===== src/rtl/otg_csr_pkg.sv =====
package otg_csr_pkg;

  localparam int unsigned SRC_N    = 7;   // total interrupt sources
  localparam int unsigned EXT_N    = 6;   // sources arriving from pins
  localparam int unsigned SRC_TICK = 5;   // slot of the millisecond toggle
  localparam int unsigned LIVE_LSB = 8;
  localparam int unsigned FLAG_LSB = 16;
  localparam int unsigned EN_LSB   = 24;
  localparam int unsigned CTL_W    = 5;
  localparam logic [CTL_W-1:0] CTL_RW_MASK = 5'b11011;
  localparam int unsigned CMD_RUN_BIT = 0;
  localparam int unsigned CMD_RST_BIT = 1;

  // place the internal toggle between the line sources and pulse detect
  function automatic logic [SRC_N-1:0] merge_src(input logic [EXT_N-1:0] ext,
                                                 input logic tick);
    return {ext[EXT_N-1], tick, ext[EXT_N-2:0]};
  endfunction

  function automatic logic [31:0] pack_status(input logic [CTL_W-1:0] ctl,
                                              input logic [SRC_N-1:0] live,
                                              input logic [SRC_N-1:0] flags,
                                              input logic [SRC_N-1:0] en);
    logic [31:0] w;
    w = '0;
    w[CTL_W-1:0]           = ctl & CTL_RW_MASK;
    w[LIVE_LSB +: SRC_N]   = live;
    w[FLAG_LSB +: SRC_N]   = flags;
    w[EN_LSB +: SRC_N]     = en;
    return w;
  endfunction

endpackage


===== src/rtl/otg_sense_sync.sv =====
module otg_sense_sync #(
  parameter int unsigned WIDTH  = 6,
  parameter int unsigned STAGES = 2
) (
  input  logic             clk,
  input  logic             rst,
  input  logic [WIDTH-1:0] raw_i,
  output logic [WIDTH-1:0] level_o,
  output logic [WIDTH-1:0] change_o
);

  for (genvar i = 0; i < WIDTH; i++) begin : g_bit
    logic [STAGES-1:0] chain;
    logic              prev;

    always_ff @(posedge clk) begin
      if (rst) begin
        chain <= '0;
        prev  <= 1'b0;
      end else begin
        chain <= STAGES'({chain, raw_i[i]});
        prev  <= chain[STAGES-1];
      end
    end

    assign level_o[i]  = chain[STAGES-1];
    assign change_o[i] = chain[STAGES-1] ^ prev;
  end

endmodule


===== src/rtl/otg_ms_timebase.sv =====
module otg_ms_timebase #(
  parameter int unsigned TICK_CYCLES = 48000
) (
  input  logic clk,
  input  logic rst,
  input  logic clr_i,
  output logic toggle_o,
  output logic flip_o
);

  localparam int unsigned CNT_W = (TICK_CYCLES > 1) ? $clog2(TICK_CYCLES) : 1;
  localparam logic [CNT_W-1:0] LAST = CNT_W'(TICK_CYCLES - 1);

  logic [CNT_W-1:0] cnt;
  logic             tog;
  logic             wrap;

  assign wrap = (cnt == LAST);

  always_ff @(posedge clk) begin
    if (rst || clr_i) begin
      cnt <= '0;
      tog <= 1'b0;
    end else if (wrap) begin
      cnt <= '0;
      tog <= ~tog;
    end else begin
      cnt <= cnt + 1'b1;
    end
  end

  assign toggle_o = tog;
  assign flip_o   = wrap & ~clr_i;

endmodule


===== src/rtl/otg_soft_reset.sv =====
module otg_soft_reset #(
  parameter int unsigned HOLD_CYCLES = 16
) (
  input  logic clk,
  input  logic rst,
  input  logic start_i,
  output logic busy_o,
  output logic clr_o
);

  localparam int unsigned CNT_W = $clog2(HOLD_CYCLES + 1);

  logic [CNT_W-1:0] cnt;
  logic             busy;

  always_ff @(posedge clk) begin
    if (rst) begin
      busy <= 1'b0;
      cnt  <= '0;
    end else if (start_i && !busy) begin
      busy <= 1'b1;
      cnt  <= CNT_W'(HOLD_CYCLES - 1);
    end else if (busy) begin
      if (cnt == '0) busy <= 1'b0;
      else           cnt  <= cnt - 1'b1;
    end
  end

  assign busy_o = busy;
  assign clr_o  = busy | start_i;

endmodule


===== src/rtl/otg_irq_flags.sv =====
module otg_irq_flags #(
  parameter int unsigned N = 7
) (
  input  logic         clk,
  input  logic         rst,
  input  logic         clr_i,
  input  logic [N-1:0] set_i,
  input  logic [N-1:0] w1c_i,
  input  logic         en_we_i,
  input  logic [N-1:0] en_wdata_i,
  output logic [N-1:0] flag_o,
  output logic [N-1:0] en_o,
  output logic         irq_o
);

  logic [N-1:0] flag_q;
  logic [N-1:0] en_q;
  logic         irq_q;

  always_ff @(posedge clk) begin
    if (rst || clr_i) begin
      flag_q <= '0;
      en_q   <= '0;
    end else begin
      flag_q <= (flag_q & ~w1c_i) | set_i;   // set has priority
      if (en_we_i) en_q <= en_wdata_i;
    end
  end

  always_ff @(posedge clk) begin
    if (rst) irq_q <= 1'b0;
    else     irq_q <= |(flag_q & en_q);
  end

  assign flag_o = flag_q;
  assign en_o   = en_q;
  assign irq_o  = irq_q;

endmodule


===== src/rtl/otg_event_csr.sv =====
module otg_event_csr
  import otg_csr_pkg::*;
#(
  parameter int unsigned ADDR_W      = 2,
  parameter int unsigned SYNC_STAGES = 2,
  parameter int unsigned TICK_CYCLES = 48000,
  parameter int unsigned RST_CYCLES  = 16,
  parameter int unsigned CMD_ADDR    = 0,
  parameter int unsigned OTG_ADDR    = 1
) (
  input  logic              clk,
  input  logic              rst,
  input  logic              bus_sel,
  input  logic              bus_wr,
  input  logic [ADDR_W-1:0] bus_addr,
  input  logic [31:0]       bus_wdata,
  output logic [31:0]       bus_rdata,
  input  logic [4:0]        line_det,
  input  logic              pulse_det,
  output logic              vbus_dischg_o,
  output logic              vbus_chg_o,
  output logic              term_o,
  output logic              pulse_drv_o,
  output logic              run_o,
  output logic              irq_o
);

  localparam logic [ADDR_W-1:0] A_CMD = ADDR_W'(CMD_ADDR);
  localparam logic [ADDR_W-1:0] A_OTG = ADDR_W'(OTG_ADDR);

  logic [EXT_N-1:0] ext_level, ext_change;
  logic             tick_tog, tick_flip;
  logic [SRC_N-1:0] live_vec, edge_vec, w1c_vec, flag_vec, en_vec;
  logic             soft_busy, soft_clr, soft_start;
  logic             wr_ok, hit_cmd, hit_otg;
  logic [CTL_W-1:0] ctl_q;
  logic             run_q;
  logic [31:0]      rdata_q;
  logic             unused_wdata;

  assign hit_cmd    = (bus_addr == A_CMD);
  assign hit_otg    = (bus_addr == A_OTG);
  assign wr_ok      = bus_sel & bus_wr & ~soft_busy;
  assign soft_start = wr_ok & hit_cmd & bus_wdata[CMD_RST_BIT];
  assign w1c_vec    = (wr_ok && hit_otg) ? bus_wdata[FLAG_LSB +: SRC_N] : '0;
  assign unused_wdata = ^{bus_wdata[31], bus_wdata[23], bus_wdata[15:5]};

  otg_sense_sync #(.WIDTH(EXT_N), .STAGES(SYNC_STAGES)) sync_i (
    .clk      (clk),
    .rst      (rst),
    .raw_i    ({pulse_det, line_det}),
    .level_o  (ext_level),
    .change_o (ext_change)
  );

  otg_ms_timebase #(.TICK_CYCLES(TICK_CYCLES)) tick_i (
    .clk      (clk),
    .rst      (rst),
    .clr_i    (soft_clr),
    .toggle_o (tick_tog),
    .flip_o   (tick_flip)
  );

  otg_soft_reset #(.HOLD_CYCLES(RST_CYCLES)) sreset_i (
    .clk     (clk),
    .rst     (rst),
    .start_i (soft_start),
    .busy_o  (soft_busy),
    .clr_o   (soft_clr)
  );

  assign live_vec = merge_src(ext_level, tick_tog);
  assign edge_vec = merge_src(ext_change, tick_flip);

  otg_irq_flags #(.N(SRC_N)) flags_i (
    .clk        (clk),
    .rst        (rst),
    .clr_i      (soft_clr),
    .set_i      (edge_vec),
    .w1c_i      (w1c_vec),
    .en_we_i    (wr_ok & hit_otg),
    .en_wdata_i (bus_wdata[EN_LSB +: SRC_N]),
    .flag_o     (flag_vec),
    .en_o       (en_vec),
    .irq_o      (irq_o)
  );

  always_ff @(posedge clk) begin
    if (rst || soft_clr) begin
      ctl_q <= '0;
      run_q <= 1'b0;
    end else begin
      if (wr_ok && hit_otg) ctl_q <= bus_wdata[CTL_W-1:0] & CTL_RW_MASK;
      if (wr_ok && hit_cmd) run_q <= bus_wdata[CMD_RUN_BIT];
    end
  end

  always_ff @(posedge clk) begin
    if (rst) begin
      rdata_q <= '0;
    end else if (bus_sel && !bus_wr) begin
      if (hit_cmd)      rdata_q <= {30'b0, soft_busy, run_q};
      else if (hit_otg) rdata_q <= pack_status(ctl_q, live_vec, flag_vec, en_vec);
      else              rdata_q <= '0;
    end
  end

  assign bus_rdata     = rdata_q;
  assign vbus_dischg_o = ctl_q[0];
  assign vbus_chg_o    = ctl_q[1];
  assign term_o        = ctl_q[3];
  assign pulse_drv_o   = ctl_q[4];
  assign run_o         = run_q;

endmodule


===== config.mk =====
export PLATFORM = sky130hd
export DESIGN_NAME = otg_event_csr
export DESIGN_NICKNAME = d
export VERILOG_FILES = /design/src/rtl/otg_csr_pkg.sv /design/src/rtl/otg_sense_sync.sv /design/src/rtl/otg_ms_timebase.sv /design/src/rtl/otg_soft_reset.sv /design/src/rtl/otg_irq_flags.sv /design/src/rtl/otg_event_csr.sv
export SDC_FILE = /design/constraint.sdc
export NUM_CORES = 1
export LEC_CHECK = 0
export ABC_CLOCK_PERIOD_IN_PS = 1600
export BUFFER_PORTS_ARGS = -buffer_cell sky130_fd_sc_hd__buf_2
export CAP_MARGIN = 20
export CORE_UTILIZATION = 47
export DETAILED_ROUTE_END_ITERATION = 12
export HOLD_SLACK_MARGIN = 0.15
export PLACE_DENSITY = 0.73
export SLEW_MARGIN = 20
export SYNTH_ARGS = -nofsm -noshare
export SYNTH_HDL_FRONTEND = slang
export SYNTH_SLANG_ARGS = --single-unit
export TNS_END_PERCENT = 1

===== constraint.sdc =====
create_clock -name clk -period 1.6 [get_ports clk]
set_input_delay 0.32 -clock clk [delete_from_list [all_inputs] [get_ports clk]]
set_output_delay 0.32 -clock clk [all_outputs]
set_load 0.02 [all_outputs]

Word-level counts from Yosys, hierarchy flattened

Cells that the tools add are included.

Add/subtract/negate cells: 2
Eq/ne operators: 3
Muxes and demuxes: 9
Bitwise operators: 21
Reduce and logical (&&, ||, !) cells: 15

Operators by type and width:

| operator                | count |
|---|---|
| $mux W31                | 2 |
| $add A16 B1 Y16 const B | 1 |
| $eq A16 B16 Y1 const B  | 1 |
| $and A7 B7 Y7           | 2 |
| $mux W4                 | 3 |
| $mux W7                 | 1 |
| $not A7 Y7              | 1 |
| $or A7 B7 Y7            | 1 |
| $reduce_or A7 Y1        | 1 |
| $and A1 B1 Y1           | 6 |
| $xor A1 B1 Y1           | 6 |
| $logic_not A5 Y1        | 1 |
| $sub A5 B1 Y5 const B   | 1 |
| $logic_and A1 B1 Y1     | 4 |
| $not A1 Y1              | 4 |
| $reduce_and A2 Y1       | 2 |
| $reduce_or A2 Y1        | 2 |
| $mux W1                 | 3 |
| $eq A2 B1 Y1 const B    | 1 |
| $logic_not A1 Y1        | 2 |
| $logic_not A2 Y1        | 1 |
| $ne A2 B1 Y1 const B    | 1 |
| $reduce_bool A2 Y1      | 1 |
| $logic_or A1 B1 Y1      | 1 |
| $or A1 B1 Y1            | 1 |

Register bits: 93
Input port bits: 44
Output and inout port bits: 38
Word-level logic and storage cells: 73

Depth between registers and ports, before layout

Word-level depth: 8
Depth in mapped cells: 6

Hierarchy

A second synthesis with hierarchy kept.

Cells, all modules: 357
Area total of the unflattened synthesis: 3,483.3 um^2

By module, submodules not included:

| module          | times used | cells each | area an instance (um^2) | seq. area each (um^2) |
|---|---|---|---|---|
| otg_event_csr   | 1          | 129        | 1,206.2                 | 600.6 |
| otg_ms_timebase | 1          | 87         | 757.0                   | 340.3 |
| otg_irq_flags   | 1          | 58         | 611.8                   | 300.3 |
| otg_sense_sync  | 1          | 49         | 586.8                   | 360.3 |
| otg_soft_reset  | 1          | 34         | 321.6                   | 120.1 |

Worst setup path before layout

No wires, ideal clock.

Kind: reg-to-reg
Start point: register tick_i.cnt[0]
End point: register tick_i.cnt[11]
Data arrival time: 1,413 ps
Data required time: 1,485 ps
Slack: 72 ps
Stages on the path, launching flop included: 7
Period minus slack after synthesis: 1,528 ps
Cells stage by stage: dfxtp_1 -> ha_1 -> nand2_1 -> or3_4 -> o21bai_2 -> buf_4 -> nor2_1

Cells in the longest elaborated chain, start to end: 2

Ends and longest elaborated chain:

| item                                                                    | RTL line              | source |
|---|---|---|
| start: declaration                                                      | otg_ms_timebase.sv:14 | `logic [CNT_W-1:0] cnt;` |
| start signal: assignment                                                | otg_ms_timebase.sv:28 | `cnt <= cnt + 1'b1;` |
| parallel branches: the longest is 2 deep, another holds $add A16 B1 Y16 | -                     |  |

Parallel ways; which one is timed is not known.
A chain may end at the register's enable or synchronous reset.

Worst setup path after layout

Start point: register sreset_i.cnt[1]
End point: register sreset_i.cnt[3]

Cells in the longest elaborated chain, start to end: 4

Ends and longest elaborated chain:

| item                     | RTL line             | source |
|---|---|---|
| start: declaration       | otg_soft_reset.sv:13 | `logic [CNT_W-1:0] cnt;` |
| start signal: assignment | otg_soft_reset.sv:22 | `cnt <= CNT_W'(HOLD_CYCLES - 1);` |
| start signal: assignment | otg_soft_reset.sv:25 | `else cnt <= cnt - 1'b1;` |
| $sub A5 B1 Y5            | otg_soft_reset.sv:25 |  |
| $mux W4                  | otg_soft_reset.sv:24 | `if (cnt == '0) busy <= 1'b0;` |
| $mux W4                  | otg_soft_reset.sv:23 | `end else if (busy) begin` |
| $mux W4                  | otg_soft_reset.sv:20 | `end else if (start_i && !busy) begin` |

Parallel ways exist; a longest one is shown, timed or not. The select of a mux whose other input is x is not followed.

==> results.md <==
* Worst Hold End: sync_i.g_bit[3].chain[0]
* Clock power frac at 0.387
* Synth top cells by count: dfxtp_1, nor2_1, nand2_1
* Status: finished with violations
* Maxcap violations at 0
* Number of synthesized register bits at 86
* Detailed-route DRC error count at 8
* CP Launch Point: sreset_i.cnt[1]
* Register-to-Register Path Depth at 6
* Width of the chip at ~85 µm
* Int Pwr at 0.00307 W
* Min cycle time layout at between 1500 and 2000 ps
* Mapped Area at around 0.0032 mm²
* CP required at between 1500 and 2000 ps
* Layout cells sized above 1 at 0.250
* Synth warn at 0
* CTS H-tree lvls at 3
* Worst Hold Path Cells at 2
* Initial antenna violation count at 0
* Yosys top cell by area: dfxtp_1
* GRT Total Usage at 0.198
* Vias post-DR at 2,581
* Clk_skew at 8.45 ps
* Clk slew on worst S/H paths at roughly 90 ps
* Clock Sinks at 86
* Max Clk Rate at 655 MHz
* Reg2reg setup slack at slightly above 70 ps
* Hold slack at 167 ps
* R2r startpoint: sreset_i.cnt[1]
* Distinct cells, synth at 40
* Startpoint types: flip-flop
* Switching fraction of total power at 0.240
* WS Path Type: flip-flop to flip-flop
* Fin cells at 497
* First-pass GRT wire length at 11.0 mm
* Endpoints failing hold at 0
* Post-CTS Hold Buffers at 0
* Hold path startpoint: line_det[3]
* Critical Path AT at approximately 1800 ps
* CTS tree: built
* Port Buf Inserts at 60
* Final Cycle Share at 0.955
* Starting Density at 0.496
* Worst min-delay path class: input pin to flip-flop
* Root buf cell: clkbuf_8
* DP Wirelength at 4.58 mm
* Main synth FF type: dfxtp_1
* Syn_area_per_cell at 9.22 µm²
* Sum of negative setup slack at 0 ps
* DR pass1 iterations at 9
* Top-count cell post-synth: dfxtp_1
* Max VDD drop at around 540 µV
* Synth async-reset ratio at 0
* Failing checks: design-rule violations
* Clk Latency, worst-skew pair at between 300 and 400 ps
* GP Congestion at 0.726
* Row cnt at 29
* GRT Residual Overflow at 0
* Setup WS post-layout at 72.3 ps
* Layout area overhead at 20.8%
* Syn Inst Count at 349
* CP Capture Type: flip-flop
* Pins Over Slew Limit at 0
* Number of antenna diodes at 0
* Top cells by area, synth: dfxtp_1, a22oi_1, nor2_1, a21oi_1, nand2_1
* DRT iter0 DRCs at 130
* Final #Nets at 462
* Power Total at 0.00404 W
* Number of enable flip-flop cells after synthesis at 0
* P_leak at approximately 1.6 nW
* Number of nets with antenna violations after routing at 0
* Core Area at 0.00649 mm²
* Number of global-route vias before repair at roughly 2,300
* Worst flop-to-flop path endpoint: sreset_i.cnt[3]
* Psw at 0.000970 W
* Largest net degree at the start of global routing at 51
* PD cells at between 1000 and 1500 mW/mm²
* Final setup fails at 0
* CP Max Fanout at 4
* Ports at 82
* Via-to-Cell Ratio at 5.19
* Die H at 84.8 µm
* Comb power frac at 0.062
* Post-Place Cells at 481
* Sequential power share at 0.551
* Max clock buf depth at 2
* Post-synthesis sequential area ratio at 0.535
* Pre-CTS setup slack at -96.1 ps
* Routed WL at just under 7 mm
* Drt wl/cell at 13.5 µm
* CTS Buf Count at 9
* Yosys top cell area share at 0.535
* Area of the die at between 0.007 and 0.008 mm²
-- cell usage in the layout (no fill, tap or decap), types with 3 or more instances in the layout --
cell type	Yosys	layout
dfxtp_1	86	84
nand2_2	0	3
a21oi_1	26	26
nor3_1	5	4
a22oi_1	25	25
nand2_1	32	29
inv_1	6	5
xnor2_1	9	9
nor2_1	50	50
clkbuf_8	0	10
buf_4	9	12
nor2b_1	18	18
buf_2	3	60
conb_1	1	7
nand3_1	15	15
nand4_1	3	3
xor2_1	13	13
mux2i_1	3	3
-- worst max-delay path: stages (launching register included) --
cell	delay, ps
dfxtp_1	330
inv_1	80
ha_1	140
or4b_4	490
nand3_1	120
xor2_1	150
a21oi_1	90
-- routing by layer --
layer / vias up / part of all wire / GRT usage
li1: 1310 / - / -
met1: 1185 / 0.47 / 0.262
met2: 81 / 0.46 / 0.299
met3: 5 / 0.063 / 0.0728
met4: 0 / 0.0095 / 0.0693
met5: - / 0 / 0
-- registers in the layout, summed over array words and instances (netlist names) --
signal and cells:
bus_rdata 25, ctl_q 4, flags_i.en_o 7, flags_i.flag_o 7
flags_i.irq_o 1, run_o 1, sreset_i.busy_o 1, sreset_i.cnt 5
sync_i.g_bit.chain 12, sync_i.g_bit.prev 6, tick_i.cnt 16, tick_i.toggle_o 1
-- cell families after synthesis --
logic type                 count (synthesis)  share of synthesized area
AOI/OAI and AO/OA                         61                      0.123
xor gates and xnor gates                  22                     0.0599
adders and majority gates                  3                     0.0117
buffers and inverters                     31                     0.0478
DFF                                       86                      0.535
muxes                                      3                    0.00933
other                                      1                    0.00116
and+or+nand+nor                          142                      0.213
-- repair_timing --
item                                    CTS  global route
resized for setup                         1            11
endpoints found under the setup margin    3            26
setup buffers                             0             0
pin swaps                                 0             2
-- how the worst max path moves through the flow --
| stage | slack (ps) | to | cells after the start |
|---|---|---|---|
| finish | 70 | sreset_i.cnt[3] | 6 |
| floorplan | 70 | tick_i.cnt[11] | 6 |
| detailed placement | -100 | ctl_q[0] | 6 |
| global placement | -20 | flags_i.en_o[0] | 6 |
| CTS | 9 | tick_i.toggle_o | 5 |
| global route | -20 | sreset_i.cnt[2] | 6 |
-- cell type report --
class                           count  area (µm²)
Clock buffer                       10         138
Clock inverter                      6        68.8
Fill cell                         573        2610
Inverter                            6        22.5
Multi-Input combinational cell    238        1420
Sequential cell                    86        1720
Tap cell                           77        96.3
Timing Repair Buffer               74         422
-- power by group through the flow --
stage               sequential, W  combinational (W)  clock [W]
floorplan                 0.00227           0.000157          0
global placement          0.00227           0.000238          0
detailed placement        0.00227           0.000242          0
CTS                       0.00222           0.000244    0.00159
global route              0.00223           0.000279    0.00169
finish                    0.00223           0.000251    0.00156
-- stage by stage --
stage          utilization  area, µm²
6_report             0.599       3890
5_1_grt              0.599       3890
3_5_place_dp         0.560       3640
3_3_place_gp         0.560       3640
4_1_cts              0.592       3840
2_1_floorplan            -       3240
No activity file was read; power rests on OpenSTA's default activity.
